===== src/rtl/rtc_cal_pkg.sv =====
package rtc_cal_pkg;
    localparam int NIB_W        = 4;
    localparam int IDX_W        = 4;
    localparam int N_TIME_DIG   = 15;
    localparam int N_ALARM_DIG  = 9;
    localparam int IDX_AUX      = 14;
    localparam int IDX_CTRL     = 15;
    // digits whose bit 3 is an alarm wildcard: 1,3,5,6,8
    localparam logic [N_ALARM_DIG-1:0] WILD_MASK = 9'b1_0110_1010;

    typedef enum logic [1:0] {
        ST_IDLE    = 2'd0,
        ST_ADVANCE = 2'd1,
        ST_COMPARE = 2'd2
    } seq_state_e;
endpackage


===== src/rtl/rtc_seq_fsm.sv =====
module rtc_seq_fsm
    import rtc_cal_pkg::*;
(
    input  logic clk,
    input  logic rst_n,
    input  logic tick,
    input  logic stopped,
    output logic advance,
    output logic compare,
    output logic busy
);
    seq_state_e state_q, state_d;

    always_ff @(posedge clk) begin
        if (!rst_n) state_q <= ST_IDLE;
        else        state_q <= state_d;
    end

    always_comb begin
        state_d = state_q;
        advance = 1'b0;
        compare = 1'b0;
        busy    = 1'b0;
        unique case (state_q)
            ST_IDLE: begin
                if (tick && !stopped) state_d = ST_ADVANCE;
            end
            ST_ADVANCE: begin
                busy    = 1'b1;
                advance = 1'b1;
                state_d = ST_COMPARE;
            end
            ST_COMPARE: begin
                busy    = 1'b1;
                compare = 1'b1;
                state_d = ST_IDLE;
            end
            default: state_d = ST_IDLE;
        endcase
    end
endmodule


===== src/rtl/rtc_time_core.sv =====
module rtc_time_core
    import rtc_cal_pkg::*;
#(
    parameter logic [15:0] RESET_YEAR_BCD = 16'h2000
) (
    input  logic                                clk,
    input  logic                                rst_n,
    input  logic                                advance,
    input  logic                                wr_en,
    input  logic [IDX_W-1:0]                    wr_idx,
    input  logic [NIB_W-1:0]                    wr_data,
    output logic [N_TIME_DIG-1:0][NIB_W-1:0]    digits
);
    logic [N_TIME_DIG-1:0][NIB_W-1:0] nxt;
    logic [6:0] mday_bin, mon_bin, yr_lo_bin, last_day;
    logic       leap;
    logic       c_sec, c_min, c_hr, c_day, c_mon, c_yr;

    always_comb begin
        mday_bin  = {3'b0, digits[8]}  * 7'd10 + {3'b0, digits[7]};
        mon_bin   = {3'b0, digits[10]} * 7'd10 + {3'b0, digits[9]};
        yr_lo_bin = {3'b0, digits[12]} * 7'd10 + {3'b0, digits[11]};
        leap      = (yr_lo_bin[1:0] == 2'b00);
        case (mon_bin)
            7'd2:                         last_day = leap ? 7'd29 : 7'd28;
            7'd4, 7'd6, 7'd9, 7'd11:      last_day = 7'd30;
            default:                      last_day = 7'd31;
        endcase
    end

    always_comb begin
        nxt   = digits;
        c_sec = 1'b0;
        c_min = 1'b0;
        c_hr  = 1'b0;
        c_day = 1'b0;
        c_mon = 1'b0;
        // seconds
        if (digits[0] >= 4'd9) begin
            nxt[0] = 4'd0;
            if (digits[1] >= 4'd5) begin nxt[1] = 4'd0; c_sec = 1'b1; end
            else nxt[1] = digits[1] + 4'd1;
        end else nxt[0] = digits[0] + 4'd1;
        // minutes
        if (c_sec) begin
            if (digits[2] >= 4'd9) begin
                nxt[2] = 4'd0;
                if (digits[3] >= 4'd5) begin nxt[3] = 4'd0; c_min = 1'b1; end
                else nxt[3] = digits[3] + 4'd1;
            end else nxt[2] = digits[2] + 4'd1;
        end
        // hours
        if (c_min) begin
            if (digits[5] >= 4'd2 && digits[4] >= 4'd3) begin
                nxt[5] = 4'd0; nxt[4] = 4'd0; c_hr = 1'b1;
            end else if (digits[4] >= 4'd9) begin
                nxt[4] = 4'd0; nxt[5] = digits[5] + 4'd1;
            end else nxt[4] = digits[4] + 4'd1;
        end
        // day of week and day of month
        if (c_hr) begin
            nxt[6] = (digits[6][2:0] >= 3'd6) ? 4'd0 : digits[6] + 4'd1;
            if (mday_bin >= last_day) begin
                nxt[8] = 4'd0; nxt[7] = 4'd1; c_day = 1'b1;
            end else if (digits[7] >= 4'd9) begin
                nxt[7] = 4'd0; nxt[8] = digits[8] + 4'd1;
            end else nxt[7] = digits[7] + 4'd1;
        end
        // month
        if (c_day) begin
            if (mon_bin >= 7'd12) begin
                nxt[10] = 4'd0; nxt[9] = 4'd1; c_mon = 1'b1;
            end else if (digits[9] >= 4'd9) begin
                nxt[9] = 4'd0; nxt[10] = 4'd1;
            end else nxt[9] = digits[9] + 4'd1;
        end
        // four year digits
        c_yr = c_mon;
        for (int i = 11; i < N_TIME_DIG; i++) begin
            if (c_yr) begin
                if (digits[i] >= 4'd9) nxt[i] = 4'd0;
                else begin
                    nxt[i] = digits[i] + 4'd1;
                    c_yr   = 1'b0;
                end
            end
        end
    end

    always_ff @(posedge clk) begin
        if (!rst_n) begin
            digits        <= '0;
            digits[7]     <= 4'd1;
            digits[9]     <= 4'd1;
            digits[14:11] <= RESET_YEAR_BCD;
        end else if (wr_en && (wr_idx < IDX_W'(N_TIME_DIG))) begin
            digits[wr_idx] <= wr_data;
        end else if (advance) begin
            digits <= nxt;
        end
    end
endmodule


===== src/rtl/rtc_alarm_unit.sv =====
module rtc_alarm_unit
    import rtc_cal_pkg::*;
(
    input  logic                                clk,
    input  logic                                rst_n,
    input  logic                                dig_wr,
    input  logic [IDX_W-1:0]                    wr_idx,
    input  logic [NIB_W-1:0]                    wr_data,
    input  logic                                ctl_wr,
    input  logic                                compare,
    input  logic [N_TIME_DIG-1:0][NIB_W-1:0]    time_digits,
    output logic [N_ALARM_DIG-1:0][NIB_W-1:0]   alarm_digits,
    output logic                                alarm_en,
    output logic                                alarm_flag
);
    logic [N_ALARM_DIG-1:0] hit;

    for (genvar g = 0; g < N_ALARM_DIG; g++) begin : g_cmp
        if (WILD_MASK[g]) begin : g_wild
            assign hit[g] = alarm_digits[g][3] ||
                            (alarm_digits[g][2:0] == time_digits[g][2:0]);
        end else begin : g_exact
            assign hit[g] = (alarm_digits[g] == time_digits[g]);
        end
    end

    always_ff @(posedge clk) begin
        if (!rst_n) begin
            alarm_digits <= '0;
        end else if (dig_wr && (wr_idx < IDX_W'(N_ALARM_DIG))) begin
            alarm_digits[wr_idx] <= wr_data;
        end
    end

    always_ff @(posedge clk) begin
        if (!rst_n) begin
            alarm_en   <= 1'b0;
            alarm_flag <= 1'b0;
        end else begin
            if (ctl_wr) alarm_en <= wr_data[0];
            if (compare && (&hit))            alarm_flag <= 1'b1;
            else if (ctl_wr && !wr_data[1])   alarm_flag <= 1'b0;
        end
    end
endmodule


===== src/rtl/bcd_calendar_rtc.sv =====
module bcd_calendar_rtc
    import rtc_cal_pkg::*;
#(
    parameter logic [15:0] RESET_YEAR_BCD = 16'h2000
) (
    input  logic       clk,
    input  logic       rst_n,
    input  logic       tick_1hz,
    input  logic       bus_we,
    input  logic [3:0] bus_addr,
    input  logic [3:0] bus_wdata,
    output logic [3:0] bus_rdata,
    output logic       irq
);
    logic [1:0] bank_q;
    logic       stop_q;
    logic       timer_en_q;
    logic       advance, compare, busy;
    logic       alarm_en, alarm_flag;
    logic       is_ctrl, is_aux;
    logic       wr_time, wr_alarm, wr_actl, wr_tctl;
    logic [N_TIME_DIG-1:0][NIB_W-1:0]  time_digits;
    logic [N_ALARM_DIG-1:0][NIB_W-1:0] alarm_digits;

    assign is_ctrl  = (bus_addr == IDX_W'(IDX_CTRL));
    assign is_aux   = (bus_addr == IDX_W'(IDX_AUX));
    assign wr_time  = bus_we && !is_ctrl && (bank_q == 2'd0);
    assign wr_alarm = bus_we && (bank_q == 2'd1) && (bus_addr < IDX_W'(N_ALARM_DIG));
    assign wr_actl  = bus_we && (bank_q == 2'd1) && is_aux;
    assign wr_tctl  = bus_we && (bank_q == 2'd2) && is_aux;

    always_ff @(posedge clk) begin
        if (!rst_n) begin
            bank_q     <= 2'd0;
            stop_q     <= 1'b0;
            timer_en_q <= 1'b0;
        end else begin
            if (bus_we && is_ctrl) begin
                bank_q <= bus_wdata[3:2];
                stop_q <= bus_wdata[1];
            end
            if (wr_tctl) timer_en_q <= bus_wdata[0];
        end
    end

    rtc_seq_fsm u_seq (
        .clk     (clk),
        .rst_n   (rst_n),
        .tick    (tick_1hz),
        .stopped (stop_q),
        .advance (advance),
        .compare (compare),
        .busy    (busy)
    );

    rtc_time_core #(.RESET_YEAR_BCD(RESET_YEAR_BCD)) u_time (
        .clk     (clk),
        .rst_n   (rst_n),
        .advance (advance),
        .wr_en   (wr_time),
        .wr_idx  (bus_addr),
        .wr_data (bus_wdata),
        .digits  (time_digits)
    );

    rtc_alarm_unit u_alarm (
        .clk          (clk),
        .rst_n        (rst_n),
        .dig_wr       (wr_alarm),
        .wr_idx       (bus_addr),
        .wr_data      (bus_wdata),
        .ctl_wr       (wr_actl),
        .compare      (compare),
        .time_digits  (time_digits),
        .alarm_digits (alarm_digits),
        .alarm_en     (alarm_en),
        .alarm_flag   (alarm_flag)
    );

    always_comb begin
        bus_rdata = '0;
        if (is_ctrl) begin
            bus_rdata = {bank_q, stop_q, busy};
        end else begin
            case (bank_q)
                2'd0: bus_rdata = time_digits[bus_addr];
                2'd1: begin
                    if (bus_addr < IDX_W'(N_ALARM_DIG)) bus_rdata = alarm_digits[bus_addr];
                    else if (is_aux)                     bus_rdata = {2'b00, alarm_flag, alarm_en};
                end
                2'd2: if (is_aux) bus_rdata = {3'b000, timer_en_q};
                default: bus_rdata = '0;
            endcase
        end
    end

    assign irq = alarm_flag && alarm_en;
endmodule


===== config.mk =====
export PLATFORM = sky130hd
export DESIGN_NAME = bcd_calendar_rtc
export DESIGN_NICKNAME = d
export VERILOG_FILES = /design/src/rtl/rtc_cal_pkg.sv /design/src/rtl/rtc_seq_fsm.sv /design/src/rtl/rtc_time_core.sv /design/src/rtl/rtc_alarm_unit.sv /design/src/rtl/bcd_calendar_rtc.sv
export SDC_FILE = /design/constraint.sdc
export NUM_CORES = 1
export LEC_CHECK = 0
export BUFFER_PORTS_ARGS = -buffer_cell sky130_fd_sc_hd__buf_2
export CORE_UTILIZATION = 42
export DETAILED_ROUTE_END_ITERATION = 8
export PLACE_DENSITY = 0.63
export REMOVE_ABC_BUFFERS = 1
export SLEW_MARGIN = 20
export SYNTH_ARGS = -nofsm -noshare
export SYNTH_HDL_FRONTEND = slang
export SYNTH_SLANG_ARGS = --single-unit

===== constraint.sdc =====
create_clock -name clk -period 4.9 [get_ports clk]
set_clock_uncertainty 0.05 [all_clocks]
set_input_delay 0.49 -clock clk [delete_from_list [all_inputs] [get_ports clk]]
set_output_delay 0.49 -clock clk [all_outputs]
set_load 0.01 [all_outputs]

==> flow_summary.ini <==
[pwr]
p_sw_frac = 0.2835
irDropWorstVdd_mv = 0.2572
power.net_switching_uw = 529.6
power.density_nw_per_um2 = 230.3
combPwrFrac = 0.121
p_seq_frac = 0.468
power.total_mw = 1.868
power_leakage_nw = 3.215
power_frac_clock = 0.411
p_int_mw = 1.338

[global_route]
grt_pass1_vias = 6311
gr-total-overflow = 0
grt_max_degree = 79
grt_util_all_layers = 0.2552
grt_pass1_wl_mm = 35.68
antenna_found_initial = 0

[hold_path]
hold_class = reg2reg

[timing]
holdWs_ns = 0.4193
slew_headroom = 0.3209
finalCritPeriodShare = 0.8590
fmax_ghz = 0.2376
layout_min_cycle_time_ns = 4.209
rsz0062_at_grt = no
finalWorstSetupSlack_ns = 0.6908
tns_ns = 0
tightest_slew_ns = 1.011
setup_viol = 0
hold_viol = 0
slew_viol_final = 0

[setup_path]
worstSetupStartpointType = flip-flop
worstPathRequired_ns = 5.13
setup.worst_path.end_class = flip-flop
worstSetupPathType = reg2reg
cp.arrival_ns = 4.44
cp_max_fo = 9

[placed_design]
port_buffers = 16
dp.cells = 1111
dp_worst_setup_slack_ns = 0.7208
dp.final_hpwl_mm = 15.81
finalWeightedCongestion = 0.8863
dpl-instance-area_um2 = 7802

[synthesis]
synth_ff_type = dfxtp_1
yosysSeqAreaShare = 0.2760
synthArstFlopShare = 0
yosysUniqueCellTypes = 75
synth_warnings = 0
synth.most_common_cell = dfxtp_1
synth_top_cell_area_share = 0.2760
synth-edff-count = 0
synth_area_leader_cell = dfxtp_1
syn_area_um2 = 7545
syn_inst = 904
synth_common_cells = dfxtp_1 (104), nand2_1 (87), nor2_1 (79), a21oi_1 (66), nand3_1 (66)
synth.avg_cell_area_um2 = 8.346
ys_seq_elements = 104
ys_top_cells_by_area = dfxtp_1 (28%), ha_1 (9.3%), mux4_2 (7.2%)

[routing]
wl_met1_mm = 10.25
routedWlPerCell_um = 20.17
wl_met3_mm = 1.650
viasPerCell = 6.144
dr.max_layer_used = met4
drc_errors = 0
drt_first_pass_iters = 8
wl_met2_mm = 9.969
drt-total-wl_mm = 22.73
num_vias = 6924
route.antenna.remaining_nets = 0
drtIter0Drc = 518

[finish]
area_growth_syn_to_layout_pct = 7.479
postLayoutCoreUtil = 0.4656
final_area_um2 = 8109
fillers = 1741
drive_gt1_frac = 0.09645
final_cells = 1127
finalNetCount = 969
antennaDiodeCount = 0

[clock_tree]
clk-insertion-delay-late_ns = 0.37
clkSinkCount = 104
cts_root_buf = clkbuf_16
cts_tree = yes
numCtsBuffers = 9
post-cts-setup-buffer-count = 0
clockBufferDepth = 2
h-tree-depth = 3
cts_hold_buf = 0
path_clk_slew_ns = 0.07
cts-resized-gates = 0

[floorplanning]
die_x_um = 136.0
dieArea_um2 = 18500
start_util = 0.4332
fp.coreArea_um2 = 17420
num_rows = 48
ios = 17
die_h_um = 136.0

[status]
outcome = completed

[flow_run]
cap_viol_max_count = 0
## worst max-delay path, cell delays in order, from the launching register on
cell       delay, ns
dfxtp_1         0.37
ha_1            0.31
ha_1            0.14
inv_1           0.05
fa_1            0.36
xor2_1          0.22
nand2_1         0.07
or3_1           0.36
a2111oi_0       0.40
ha_1            0.31
a21oi_1         0.15
o221ai_1        0.19
o311ai_2        0.30
nand2_1         0.31
o31a_1          0.31
o32ai_1         0.21
## state kept, by name, indices dropped and copies added (netlist names)
register,cells
timer_en_q,1
u_time.digits,60
u_alarm.alarm_en,1
u_seq.state_q,2
bank_q,2
u_alarm.alarm_flag,1
stop_q,1
u_alarm.alarm_digits,36
## power groups by stage
stage                     Clock [mW]  Combinational, mW  Sequential (mW)
final                          0.768              0.226            0.873
after floorplan                    0              0.127            0.886
after CTS                      0.779              0.223            0.873
after detailed placement           0              0.222            0.893
after global placement             0              0.221            0.893
after global routing           0.809              0.246            0.875
## cells by family after synthesis
group | synth area share
AO/OA/AOI/OAI | 0.1962
XOR/XNOR | 0.04644
adder cells (fa/ha/maj) | 0.1035
buffers and inverters | 0.05141
flip-flops | 0.2760
multiplexers | 0.1090
AND/OR/NAND/NOR | 0.2176
## final cells by class
class                      count  area [um^2]  share of cell area
multi-input combinational    704         5077              0.6261
sequential                   104         2082              0.2568
tap                          225        281.5             0.03472
clock buffer                  10        239.0             0.02947
inverter                      49        183.9             0.02268
timing repair buffer          29        177.7             0.02191
clock inverter                 6        67.56            0.008332
## cells in the final DEF (no fill, tap or decap), types with 20 or more instances in the layout
master   Yosys  layout
xnor2_1     27      27
nor3_1      20      20
o21ai_0     33      33
a21oi_1     66      66
nand2_1     87      87
nand3_1     66      66
inv_1       49      48
dfxtp_1    104     104
nor2_1      79      78
ha_1        56      56
mux2i_1     27      27
mux4_2      24      24
## per-layer routing
| metal | GRT usage | vias to the layer above |
|---|---|---|
| met3 | 0.05444 | 64 |
| met2 | 0.3824 | 272 |
| li1 | - | 3306 |
| met1 | 0.3506 | 3282 |
| met5 | 0 | - |
| met4 | 0.1105 | 0 |
## worst paths after layout
path,from,slack (ns),cells past startpoint,end
max reg2reg,u_time.digits[41]$_SDFFE_PN0P_,0.69,15,u_time.digits[30]$_SDFFE_PN0P_
min,timer_en_q$_SDFFE_PN0P_,0.42,2,timer_en_q$_SDFFE_PN0P_
min reg2reg,timer_en_q$_SDFFE_PN0P_,0.42,2,timer_en_q$_SDFFE_PN0P_
max,u_time.digits[41]$_SDFFE_PN0P_,0.69,15,u_time.digits[30]$_SDFFE_PN0P_
(Power assumes the default switching activity.)
